`config.mk`:
```
export PLATFORM = sky130hd
export DESIGN_NAME = slumber_ctrl
export DESIGN_NICKNAME = d
export VERILOG_FILES = /design/src/rtl/slumber_pkg.sv /design/src/rtl/slumber_wake_eval.sv /design/src/rtl/slumber_rst_qual.sv /design/src/rtl/slumber_fsm.sv /design/src/rtl/slumber_ctrl.sv
export SDC_FILE = /design/constraint.sdc
export NUM_CORES = 1
export LEC_CHECK = 0
export ABC_AREA = 1
export BUFFER_PORTS_ARGS = -buffer_cell sky130_fd_sc_hd__buf_2
export CORE_AREA = 4 4 41 43
export DETAILED_ROUTE_END_ITERATION = 8
export DIE_AREA = 0 0 45 47
export PLACE_DENSITY = 0.62
export SYNTH_ARGS = -nofsm -noshare
export SYNTH_HDL_FRONTEND = slang
export SYNTH_SLANG_ARGS = --single-unit
```
`constraint.sdc`:
```
create_clock -name clk -period 1.11 [get_ports clk]
set_input_delay 0.0555 -clock clk [delete_from_list [all_inputs] [get_ports clk]]
set_output_delay 0.0555 -clock clk [all_outputs]
set_load 0.005 [all_outputs]
```
`src/rtl/slumber_pkg.sv`:
```
package slumber_pkg;

    typedef enum logic [1:0] {
        PM_RUN   = 2'd0,
        PM_SLEEP = 2'd1,
        PM_RHOLD = 2'd2,
        PM_HSTBY = 2'd3
    } pm_state_e;

    typedef struct packed {
        pm_state_e st;
        logic      irq_go;
        logic      rst_go;
    } pm_regs_t;

endpackage

```
`src/rtl/slumber_wake_eval.sv`:
```
module slumber_wake_eval #(
    parameter int N_IRQ = 4
) (
    input  logic [N_IRQ-1:0] irq_req,
    input  logic [N_IRQ-1:0] irq_en,
    input  logic             mask_all,
    input  logic             nmi,
    output logic             wake
);
    logic [N_IRQ-1:0] line_live;

    for (genvar i = 0; i < N_IRQ; i++) begin : g_line
        assign line_live[i] = irq_req[i] & irq_en[i];
    end

    always_comb begin
        wake = nmi | ((|line_live) & ~mask_all);
    end

    always_comb begin
        if (mask_all && !nmi) begin
            a_r4_mask_blocks: assert (!wake);
        end
    end
endmodule

```
`src/rtl/slumber_rst_qual.sv`:
```
module slumber_rst_qual #(
    parameter int MIN_RST_LOW = 4
) (
    input  logic clk,
    input  logic por_n,
    input  logic rst_pin_n,
    output logic rst_fire
);
    localparam int CW = (MIN_RST_LOW < 2) ? 1 : $clog2(MIN_RST_LOW);
    localparam logic [CW-1:0] CNT_TOP = CW'(MIN_RST_LOW - 1);

    logic [CW-1:0] cnt_d, cnt_q;

    always_comb begin
        cnt_d    = cnt_q;
        rst_fire = 1'b0;
        if (rst_pin_n) begin
            cnt_d = '0;
        end else if (cnt_q == CNT_TOP) begin
            rst_fire = 1'b1;
        end else begin
            cnt_d = cnt_q + 1'b1;
        end
    end

    always_ff @(posedge clk or negedge por_n) begin
        if (!por_n) cnt_q <= '0;
        else        cnt_q <= cnt_d;
    end

    a_r8_fire_needs_low: assert property (@(posedge clk) disable iff (!por_n)
        rst_fire |-> !rst_pin_n);
    a_r8_cnt_clears: assert property (@(posedge clk) disable iff (!por_n)
        rst_pin_n |=> (cnt_q == '0));
    a_r6_cnt_bounded: assert property (@(posedge clk) disable iff (!por_n)
        cnt_q <= CNT_TOP);
endmodule

```
`src/rtl/slumber_fsm.sv`:
```
module slumber_fsm
    import slumber_pkg::*;
(
    input  logic clk,
    input  logic por_n,
    input  logic sleep_op,
    input  logic sby_sel,
    input  logic wake,
    input  logic rst_fire,
    input  logic rst_pin_n,
    input  logic sby_pin_n,
    output logic cpu_run,
    output logic irq_exc_go,
    output logic rst_exc_go,
    output logic hw_standby
);
    pm_regs_t r_d, r_q;

    always_comb begin
        r_d        = r_q;
        r_d.irq_go = 1'b0;
        r_d.rst_go = 1'b0;
        if (rst_fire) begin
            r_d.st = PM_RHOLD;
        end else begin
            unique case (r_q.st)
                PM_RUN: begin
                    if (sleep_op && !sby_sel) r_d.st = PM_SLEEP;
                end
                PM_SLEEP: begin
                    if (!sby_pin_n) begin
                        r_d.st = PM_HSTBY;
                    end else if (wake) begin
                        r_d.st     = PM_RUN;
                        r_d.irq_go = 1'b1;
                    end
                end
                PM_RHOLD: begin
                    if (rst_pin_n) begin
                        r_d.st     = PM_RUN;
                        r_d.rst_go = 1'b1;
                    end
                end
                PM_HSTBY: begin
                    r_d.st = PM_HSTBY;
                end
                default: r_d.st = PM_RUN;
            endcase
        end
    end

    always_ff @(posedge clk or negedge por_n) begin
        if (!por_n) begin
            r_q.st     <= PM_RUN;
            r_q.irq_go <= 1'b0;
            r_q.rst_go <= 1'b0;
        end else begin
            r_q <= r_d;
        end
    end

    assign cpu_run    = (r_q.st == PM_RUN);
    assign hw_standby = (r_q.st == PM_HSTBY);
    assign irq_exc_go = r_q.irq_go;
    assign rst_exc_go = r_q.rst_go;

    a_r1_enter_sleep: assert property (@(posedge clk) disable iff (!por_n)
        (cpu_run && sleep_op && !sby_sel && !rst_fire) |=> (!cpu_run && !hw_standby));
    a_r1_sel_blocks: assert property (@(posedge clk) disable iff (!por_n)
        (cpu_run && sby_sel && !rst_fire) |=> cpu_run);
    a_r3_irq_pulse_runs: assert property (@(posedge clk) disable iff (!por_n)
        irq_exc_go |-> (cpu_run && $past(r_q.st == PM_SLEEP)));
    a_r2_stay_asleep: assert property (@(posedge clk) disable iff (!por_n)
        (r_q.st == PM_SLEEP && !wake && sby_pin_n && !rst_fire) |=> (r_q.st == PM_SLEEP));
    a_r5_standby_holds: assert property (@(posedge clk) disable iff (!por_n)
        (hw_standby && !rst_fire) |=> hw_standby);
    a_r9_reset_wins: assert property (@(posedge clk) disable iff (!por_n)
        rst_fire |=> (!cpu_run && !hw_standby && !irq_exc_go));
    a_r7_rst_pulse_runs: assert property (@(posedge clk) disable iff (!por_n)
        rst_exc_go |-> (cpu_run && $past(r_q.st == PM_RHOLD)));
    a_r10_irq_single: assert property (@(posedge clk) disable iff (!por_n)
        irq_exc_go |=> !irq_exc_go);
    a_r10_rst_single: assert property (@(posedge clk) disable iff (!por_n)
        rst_exc_go |=> !rst_exc_go);
endmodule

```
`src/rtl/slumber_ctrl.sv`:
```
module slumber_ctrl #(
    parameter int N_IRQ       = 4,
    parameter int MIN_RST_LOW = 4
) (
    input  logic             clk,
    input  logic             por_n,
    input  logic             sleep_op,
    input  logic             sby_sel,
    input  logic [N_IRQ-1:0] irq_req,
    input  logic [N_IRQ-1:0] irq_en,
    input  logic             mask_all,
    input  logic             nmi,
    input  logic             rst_pin_n,
    input  logic             sby_pin_n,
    output logic             cpu_run,
    output logic             irq_exc_go,
    output logic             rst_exc_go,
    output logic             hw_standby
);
    logic wake;
    logic rst_fire;

    slumber_wake_eval #(.N_IRQ(N_IRQ)) u_wake (
        .irq_req  (irq_req),
        .irq_en   (irq_en),
        .mask_all (mask_all),
        .nmi      (nmi),
        .wake     (wake)
    );

    slumber_rst_qual #(.MIN_RST_LOW(MIN_RST_LOW)) u_rqual (
        .clk       (clk),
        .por_n     (por_n),
        .rst_pin_n (rst_pin_n),
        .rst_fire  (rst_fire)
    );

    slumber_fsm u_fsm (
        .clk        (clk),
        .por_n      (por_n),
        .sleep_op   (sleep_op),
        .sby_sel    (sby_sel),
        .wake       (wake),
        .rst_fire   (rst_fire),
        .rst_pin_n  (rst_pin_n),
        .sby_pin_n  (sby_pin_n),
        .cpu_run    (cpu_run),
        .irq_exc_go (irq_exc_go),
        .rst_exc_go (rst_exc_go),
        .hw_standby (hw_standby)
    );
endmodule

```
### Word level (Yosys, flattened, before mapping)

Cells that the tools add are included.

* bits in latches: 0
* bits in read-only memories: 0
* memories kept: 0
* word-level logic and storage cells: 40
* output and inout port bits: 4
* bits in registers: 6
* RAM bits: 0
* input port bits: 16

* bitwise logic cells: 7
* shift-type cells: 0
* $lt $le $gt $ge: 0
* $add $sub $neg: 1
* $mul: 0
* muxes and demuxes: 15
* equal/unequal tests: 8
* div/mod/pow operators: 0
* reductions and logical operators: 5

Operators with widths (count)
* $mux 2: 7
* $pmux 2 s4: 1
* $eq 2x2->1 const B: 3
* $mux 1: 6
* $and 1x1->1: 5
* $ne 4x3->1 const B: 1
* $reduce_or 4->1: 1
* $mux 3: 1
* $ne 3x1->1 const B: 1
* $ne 3x3->1 const B: 1
* $reduce_and 3->1: 1
* $add 2x1->2 const B: 1
* $eq 2x1->1 const B: 1
* $logic_not 2->1: 1
* $ne 2x2->1 const B: 1
* $logic_and 1x1->1: 1
* $logic_not 1->1: 1
* $not 1->1: 1
* $or 1x1->1: 1

### Depth between registers and ports, before layout

Gate-level depths: netlist of run 1.

* depth after elaboration: 8
* gate-level depth with buffers: 8
* depth with buffers taken out: 8

### Modules after synthesis

Synthesis of run 1 repeated with hierarchy kept, for this count alone.

* cells, all modules: 52
* area total of the unflattened synthesis: 355.3 sq um

Modules (own cells, without submodules)
* slumber_fsm: sequential area each 100.1 sq um, area each 211.5 sq um, times used 1, cells an instance 29
* slumber_rst_qual: sequential area each 50.0 sq um, area each 105.1 sq um, times used 1, cells an instance 13
* slumber_wake_eval: sequential area each 0.0 sq um, area each 38.8 sq um, times used 1, cells an instance 10

### Worst setup path after synthesis of run 1

Ideal clock, no wire load.

* path type: register to register
* from: reg u_rqual.cnt_q[0]
* to: reg u_fsm.r_q[3] (netlist name)
* stages on the path, launching flop included: 6
* slack: 0.098 ns
* data arrival time: 0.874 ns
* data required time: 0.972 ns
* cell sequence: dfrtp_1 ha_1 inv_1 nor2_1 inv_1 o2111ai_1

* cells in the longest elaborated chain, start to end: 5

Ends and longest elaborated chain
* start, declared: RTL line slumber_rst_qual.sv:12 `logic [CW-1:0] cnt_d, cnt_q;`
* start signal, assigned: RTL line slumber_rst_qual.sv:28 `else cnt_q <= cnt_d;`
* $eq 2x2->1 *: RTL line slumber_rst_qual.sv:19 `end else if (cnt_q == CNT_TOP) begin`
* $mux 1 *: RTL line slumber_rst_qual.sv:19
* $mux 1 *: RTL line slumber_rst_qual.sv:17 `if (rst_pin_n) begin`
* $ne 4x3->1 (no line), or another cell as far along
* $reduce_and 3->1 (no line)
* end signal, assigned: RTL line slumber_fsm.sv:58 `r_q <= r_d;`
* end, declared: RTL line slumber_fsm.sv:17 `pm_regs_t r_d, r_q;`

Every way passes the cells marked *; elsewhere a longest branch is shown, timed or not.
A chain may end at the register's enable or synchronous reset.

### Worst setup path in the final report of run 1

* from: reg u_fsm.r_q[3] (netlist name)
* to: reg u_fsm.r_q[2] (netlist name)

* cells in the longest elaborated chain, start to end: 3

Ends and longest elaborated chain
* $eq 2x1->1, or another cell as far along: RTL line slumber_fsm.sv:26 `unique case (r_q.st)`
* $ne 4x3->1 (no line), or another cell as far along
* $reduce_and 3->1 (no line) or $mux 2 (tied branches)

Several ways; a longest one is shown, not always the timed one.

==> impl_metrics.env, run 1 <==
export IMPL_clockBufferDepth=2
export IMPL_area_delta_synth_final_pct=49.3
export IMPL_yosysTopAreaCell="dfrtp_1"
export IMPL_vias=357
export IMPL_yosys_cell_types_count=16
export IMPL_fin_crit_sh=0.926
export IMPL_dp_cells=81
export IMPL_r2r_cells=4
export IMPL_syn_nets=64
export IMPL_avgSynthCellArea_um2=7.56
export IMPL_routedWlPerCell_um=8.40
export IMPL_synth_top_area_share=0.423
export IMPL_drc_errors=0
export IMPL_die_w_um=45
export IMPL_cts_sinks=6
export IMPL_synth_adder_area_share=0.0352
export IMPL_fin_area_um2=531
export IMPL_layout_setup_ws_ns=0.0824
export IMPL_slew_headroom=0.867
export IMPL_p_per_area_nw_per_um2=1810
export IMPL_maxCapViolCount=0
export IMPL_first_pass_iters=4
export IMPL_synth_xor_area_share=0.0246
export IMPL_synth_cell_area_um2=355
export IMPL_fin_skew_ns=0.00367
export IMPL_rr_endpoint="u_fsm.r_q[2]$_DFFE_PN0P_"
export IMPL_cts_max_level=1
export IMPL_yosys_warnings=0
export IMPL_fin_cells=87
export IMPL_r2r_start="u_fsm.r_q[3]$_DFFE_PN0P_"
export IMPL_final_common_cell="buf_2"
export IMPL_synth_compound_area_frac=0.0528
export IMPL_hp_start="sby_pin_n"
export IMPL_synth_area_top_cells="dfrtp_1, nand2_1, inv_1"
export IMPL_grt_start_max_net_pins=7
export IMPL_setup_tns_ns=0
export IMPL_fmax_mhz=973
export IMPL_arrival_ns=1.16
export IMPL_initial_utilization=0.273
export IMPL_setup_viol_count_final=0
export IMPL_grt_overflow_total=0
export IMPL_clk_latency_ns=0.25
export IMPL_syn_inst=47
export IMPL_final_cell_mix="buf_2, nand2_1, inv_1, nor2_1, dfrtp_1"
export IMPL_criticalPathCategory="register to register"
export IMPL_wl_um=731
export IMPL_rrSetupSlack_ns=0.08
export IMPL_drt_iter0_drc=4
export IMPL_via_per_inst=4.10
export IMPL_grt_pass1_vias=328
export IMPL_tightest_slew_ns=0.200
export IMPL_clock_root_buffer="clkbuf_4"
export IMPL_num_rows=13
export IMPL_fin_nets=91
export IMPL_ys_seq_area_frac=0.423
export IMPL_track_usage=0.0842
export IMPL_clk_pin_slew_worst_paths_ns=0.04
export IMPL_fill_cells=150
export IMPL_end_kind="register"
export IMPL_gp_congestion=0.687
export IMPL_synth_mux_area_frac=0
export IMPL_n_antenna_cell=0
export IMPL_io_pins=20
export IMPL_holdPathEnd="u_fsm.r_q[3]$_DFFE_PN0P_"
export IMPL_cts_buffers=3
export IMPL_report_final_slew_viol_count=0
export IMPL_rsz0062_at_grt="false"
export IMPL_total_leakage_power_nw=0.308
export IMPL_hold_path_depth=2
export IMPL_start_kind="register"
export IMPL_layout_drive_gt1_share=0.458
export IMPL_min_period_ns=1.03
export IMPL_coreArea_um2=1300
export IMPL_power_mw=0.958
export IMPL_irDropWorstVdd_uv=588
export IMPL_dp_worst_setup_slack_ns=0.0134
export IMPL_hold_violations=0
export IMPL_antenna_found_initial=0
export IMPL_cp_required_ns=1.24
export IMPL_outcome="complete, no violations"
export IMPL_ant_nets=0
export IMPL_yosys_register_bits=6
export IMPL_die_y_um=47
export IMPL_placed_area_um2=469
export IMPL_grt_pass1_wl_um=1190
export IMPL_hold_class="input pin to register"
export IMPL_port_buffers=19
export IMPL_synth_top_family_by_area="simple AND/OR/NAND/NOR gates"
export IMPL_synth_simple_area_share=0.356
export IMPL_cts_tree="built"
export IMPL_place_hpwl_um=632
export IMPL_cp_max_fo=4
export IMPL_dieArea_um2=2120
==> cell usage after synthesis <==
cell type and number:
nand2_1 12, inv_1 7, dfrtp_1 6, nor2_1 6, nand3_1 3, nand2_2 2, o21ai_1 2, and2_1 1
clkinv_1 1, clkinv_2 1, ha_1 1, inv_2 1, nand4_1 1, nor3b_4 1, o2111ai_1 1, xor2_1 1
==> registers in the layout, indices dropped and copies added, names as in the netlist <==
signal	cells
u_fsm.rst_exc_go	1
u_rqual.cnt_q	2
u_fsm.irq_exc_go	1
u_fsm.r_q	2
==> per-stage QoR <==
step / hold slack, ns / util
6_report: 0.0741 / 0.408
2_1_floorplan: -0.240 / -
3_3_place_gp: -0.114 / 0.361
5_1_grt: 0.0861 / 0.408
4_1_cts: 0.0774 / 0.395
3_5_place_dp: -0.110 / 0.361
==> kinds of logic after synthesis <==
logic type / Yosys count
AND/OR/NAND/NOR: 26
buffers and inverters: 10
flip-flops: 6
AO/OA/AOI/OAI: 3
XOR/XNOR: 1
adder cells (fa/ha/maj): 1
==> repair_timing <==
| action | CTS | global route |
|---|---|---|
| setup endpoints to repair | 1 | 3 |
| setup buffers | 0 | 1 |
| endpoints found under the hold margin | 7 | 0 |
| resized for setup | 1 | 5 |
| pin swaps | 0 | 2 |
| hold buffers | 2 | 0 |
==> worst max-delay path by stage <==
stage	from	slack (ns)	cells after the start	end
6_report	u_fsm.r_q[3]$_DFFE_PN0P_	0.08	4	u_fsm.r_q[2]$_DFFE_PN0P_
3_3_place_gp	u_rqual.cnt_q[0]$_DFFE_PN0N_	0.06	5	u_fsm.r_q[3]$_DFFE_PN0P_
5_1_grt	u_fsm.r_q[2]$_DFFE_PN0P_	0.01	8	u_fsm.r_q[2]$_DFFE_PN0P_
4_1_cts	u_rqual.cnt_q[0]$_DFFE_PN0N_	0.03	5	u_fsm.r_q[3]$_DFFE_PN0P_
2_1_floorplan	u_rqual.cnt_q[0]$_DFFE_PN0N_	0.1	5	u_fsm.r_q[3]$_DFFE_PN0P_
3_5_place_dp	u_rqual.cnt_q[0]$_DFFE_PN0N_	0.01	5	u_fsm.r_q[3]$_DFFE_PN0P_
==> metal layers <==
layer,up-vias,track usage,part of all wire
met4,0,0.105,0.019
met5,-,0,0
li1,195,-,-
met2,15,0.133,0.47
met1,145,0.0855,0.41
met3,2,0.0153,0.10
==> critical path: stages (launching register included) <==
cell and delay (ns):
dfrtp_2 0.44, nor3b_4 0.25, nand3_1 0.11, nand4_1 0.08
nand2_1 0.05
==> power breakdown <==
| part | switching, mW | internal (mW) | leakage, nW | total, mW |
|---|---|---|---|---|
| combinational | 0.206 | 0.191 | 0.219 | 0.397 |
| clock | 0.0801 | 0.122 | 0.0138 | 0.202 |
| sequential | 0.0632 | 0.296 | 0.0755 | 0.359 |
==> area by class of cell <==
cell class | instances | area, um2 | share of cell area
inverters | 10 | 38.8 | 0.0731
clock buffers | 3 | 22.5 | 0.0425
well taps | 15 | 18.8 | 0.0354
repair buffers | 22 | 123 | 0.231
flip-flops and latches | 6 | 151 | 0.285
multi-input cells | 31 | 176 | 0.333
Power figures use the tool's default switching activity.
==> run 2, diff against run 1 <==
--- a/config.mk
+++ b/config.mk
@@ -10,7 +10,7 @@
 export CORE_AREA = 4 4 41 43
 export DETAILED_ROUTE_END_ITERATION = 8
 export DIE_AREA = 0 0 45 47
-export PLACE_DENSITY = 0.62
+export PLACE_DENSITY_LB_ADDON = 0.12
 export SYNTH_ARGS = -nofsm -noshare
 export SYNTH_HDL_FRONTEND = slang
 export SYNTH_SLANG_ARGS = --single-unit
==> impl_metrics.env, run 2 (synthesis gave the netlist of run 1 again) <==
export IMPL_hold_violations=0
export IMPL_hold_class="input pin to register"
export IMPL_rsz0062_at_grt="true"
export IMPL_die_w_um=45
export IMPL_p_per_area_nw_per_um2=1900
export IMPL_coreArea_um2=1300
export IMPL_cp_max_fo=4
export IMPL_min_period_ns=1.07
export IMPL_grt_start_max_net_pins=7
export IMPL_cts_sinks=6
export IMPL_clock_root_buffer="clkbuf_4"
export IMPL_antenna_found_initial=0
export IMPL_drc_errors=0
export IMPL_end_kind="register"
export IMPL_layout_setup_ws_ns=0.0387
export IMPL_grt_pass1_vias=347
export IMPL_crit_path_top_delay_cell="dfrtp_2"
export IMPL_port_buffers=19
export IMPL_fmax_mhz=933
export IMPL_path_cells="nor3b_4 -> nand3_1 -> nand4_1 -> nand2_1"
export IMPL_layout_drive_gt1_share=0.473
export IMPL_cts_tree="built"
export IMPL_power_mw=1.04
export IMPL_tightest_slew_ns=0.203
export IMPL_clk_latency_ns=0.25
export IMPL_via_per_inst=4.07
export IMPL_routedWlPerCell_um=9.90
export IMPL_ant_nets=0
export IMPL_cts_buffers=3
export IMPL_final_cell_mix="buf_2, nand2_1, inv_1"
export IMPL_met3_usage=0.0690
export IMPL_met1_usage=0.0951
export IMPL_setup_viol_count_final=0
export IMPL_place_hpwl_um=692
export IMPL_cts_max_level=1
export IMPL_arrival_ns=1.21
export IMPL_report_final_slew_viol_count=0
export IMPL_hold_slack_ns=0.0734
export IMPL_fin_skew_ns=0.00378
export IMPL_grt_pass1_wl_um=1300
export IMPL_drt_iter0_drc=0
export IMPL_initial_utilization=0.273
export IMPL_clk_pin_slew_worst_paths_ns=0.05
export IMPL_clockBufferDepth=2
export IMPL_fin_cells=89
export IMPL_irDropWorstVdd_uv=775
export IMPL_met2_usage=0.144
export IMPL_grt_overflow_total=0
export IMPL_slew_headroom=0.864
export IMPL_vias=362
export IMPL_first_pass_iters=1
export IMPL_reg_largest_list="u_fsm.r_q: 2 flops, u_rqual.cnt_q: 2 flops"
export IMPL_n_antenna_cell=0
export IMPL_outcome="complete, no violations"
export IMPL_final_common_cell="buf_2"
export IMPL_cp_slowest_stage_delay_ns=0.45
export IMPL_num_rows=13
export IMPL_top_usage_layer="met2"
export IMPL_dp_worst_setup_slack_ns=-0.00284
export IMPL_maxCapViolCount=0
export IMPL_start_kind="register"
export IMPL_total_leakage_power_nw=0.322
export IMPL_fin_nets=93
export IMPL_fin_util=0.422
export IMPL_wl_um=881
export IMPL_dp_cells=81
export IMPL_criticalPathCategory="register to register"
export IMPL_fin_area_um2=549
export IMPL_placed_area_um2=469
export IMPL_cp_required_ns=1.25
export IMPL_track_usage=0.0923
export IMPL_io_pins=20
export IMPL_fin_crit_sh=0.965
export IMPL_dieArea_um2=2120
export IMPL_die_y_um=47
export IMPL_area_delta_synth_final_pct=54.6
export IMPL_setup_tns_ns=0
export IMPL_gp_congestion=0.723
run 2: layer usage:
metal,vias to the layer above,part of all wire
li1,198,-
met1,150,0.43
met2,14,0.47
met3,0,0.095
met4,0,0
met5,-,0
run 2: power breakdown:
group | switching [mW] | internal, mW | leakage, nW
registers | 0.0682 | 0.295 | 0.0755
clock network | 0.0900 | 0.123 | 0.0138
logic | 0.240 | 0.226 | 0.233
total | 0.398 | 0.644 | 0.322
run 2: critical path, delay by kind of cell (launching register included):
kind	cells	cell delay, ns
and+or+nand+nor	4	0.51
DFF	1	0.45
run 2: cell type report:
class                           instances  area, um2
Multi-Input combinational cell         31        179
Sequential cell                         6        151
Timing Repair Buffer                   24        138
Tap cell                               15       18.8
Inverter                               10       40.0
Clock buffer                            3       22.5
Fill cell                             152        752
run 2: what timing repair did:
action	4_1_cts	5_1_grt
hold buffers	2	0
pin swaps	0	3
hold endpoints to repair	7	0
setup endpoints to repair	1	3
resized for setup	1	6
setup buffers	0	3
run 2: worst paths after layout:
check | from | endpoint | slack, ns | cells after the start
min reg2reg | u_rqual.cnt_q[1]$_DFFE_PN0N_ | u_rqual.cnt_q[1]$_DFFE_PN0N_ | 0.48 | 2
min | sby_pin_n | u_fsm.r_q[3]$_DFFE_PN0P_ | 0.07 | 2
max | u_fsm.r_q[3]$_DFFE_PN0P_ | u_fsm.r_q[2]$_DFFE_PN0P_ | 0.04 | 4
max in group asynchronous | por_n | u_fsm.r_q[3]$_DFFE_PN0P_ | 0.79 | 2
max reg2reg | u_fsm.r_q[3]$_DFFE_PN0P_ | u_fsm.r_q[2]$_DFFE_PN0P_ | 0.04 | 4
min in group asynchronous | por_n | u_fsm.irq_exc_go$_DFF_PN0_ | 0.16 | 2
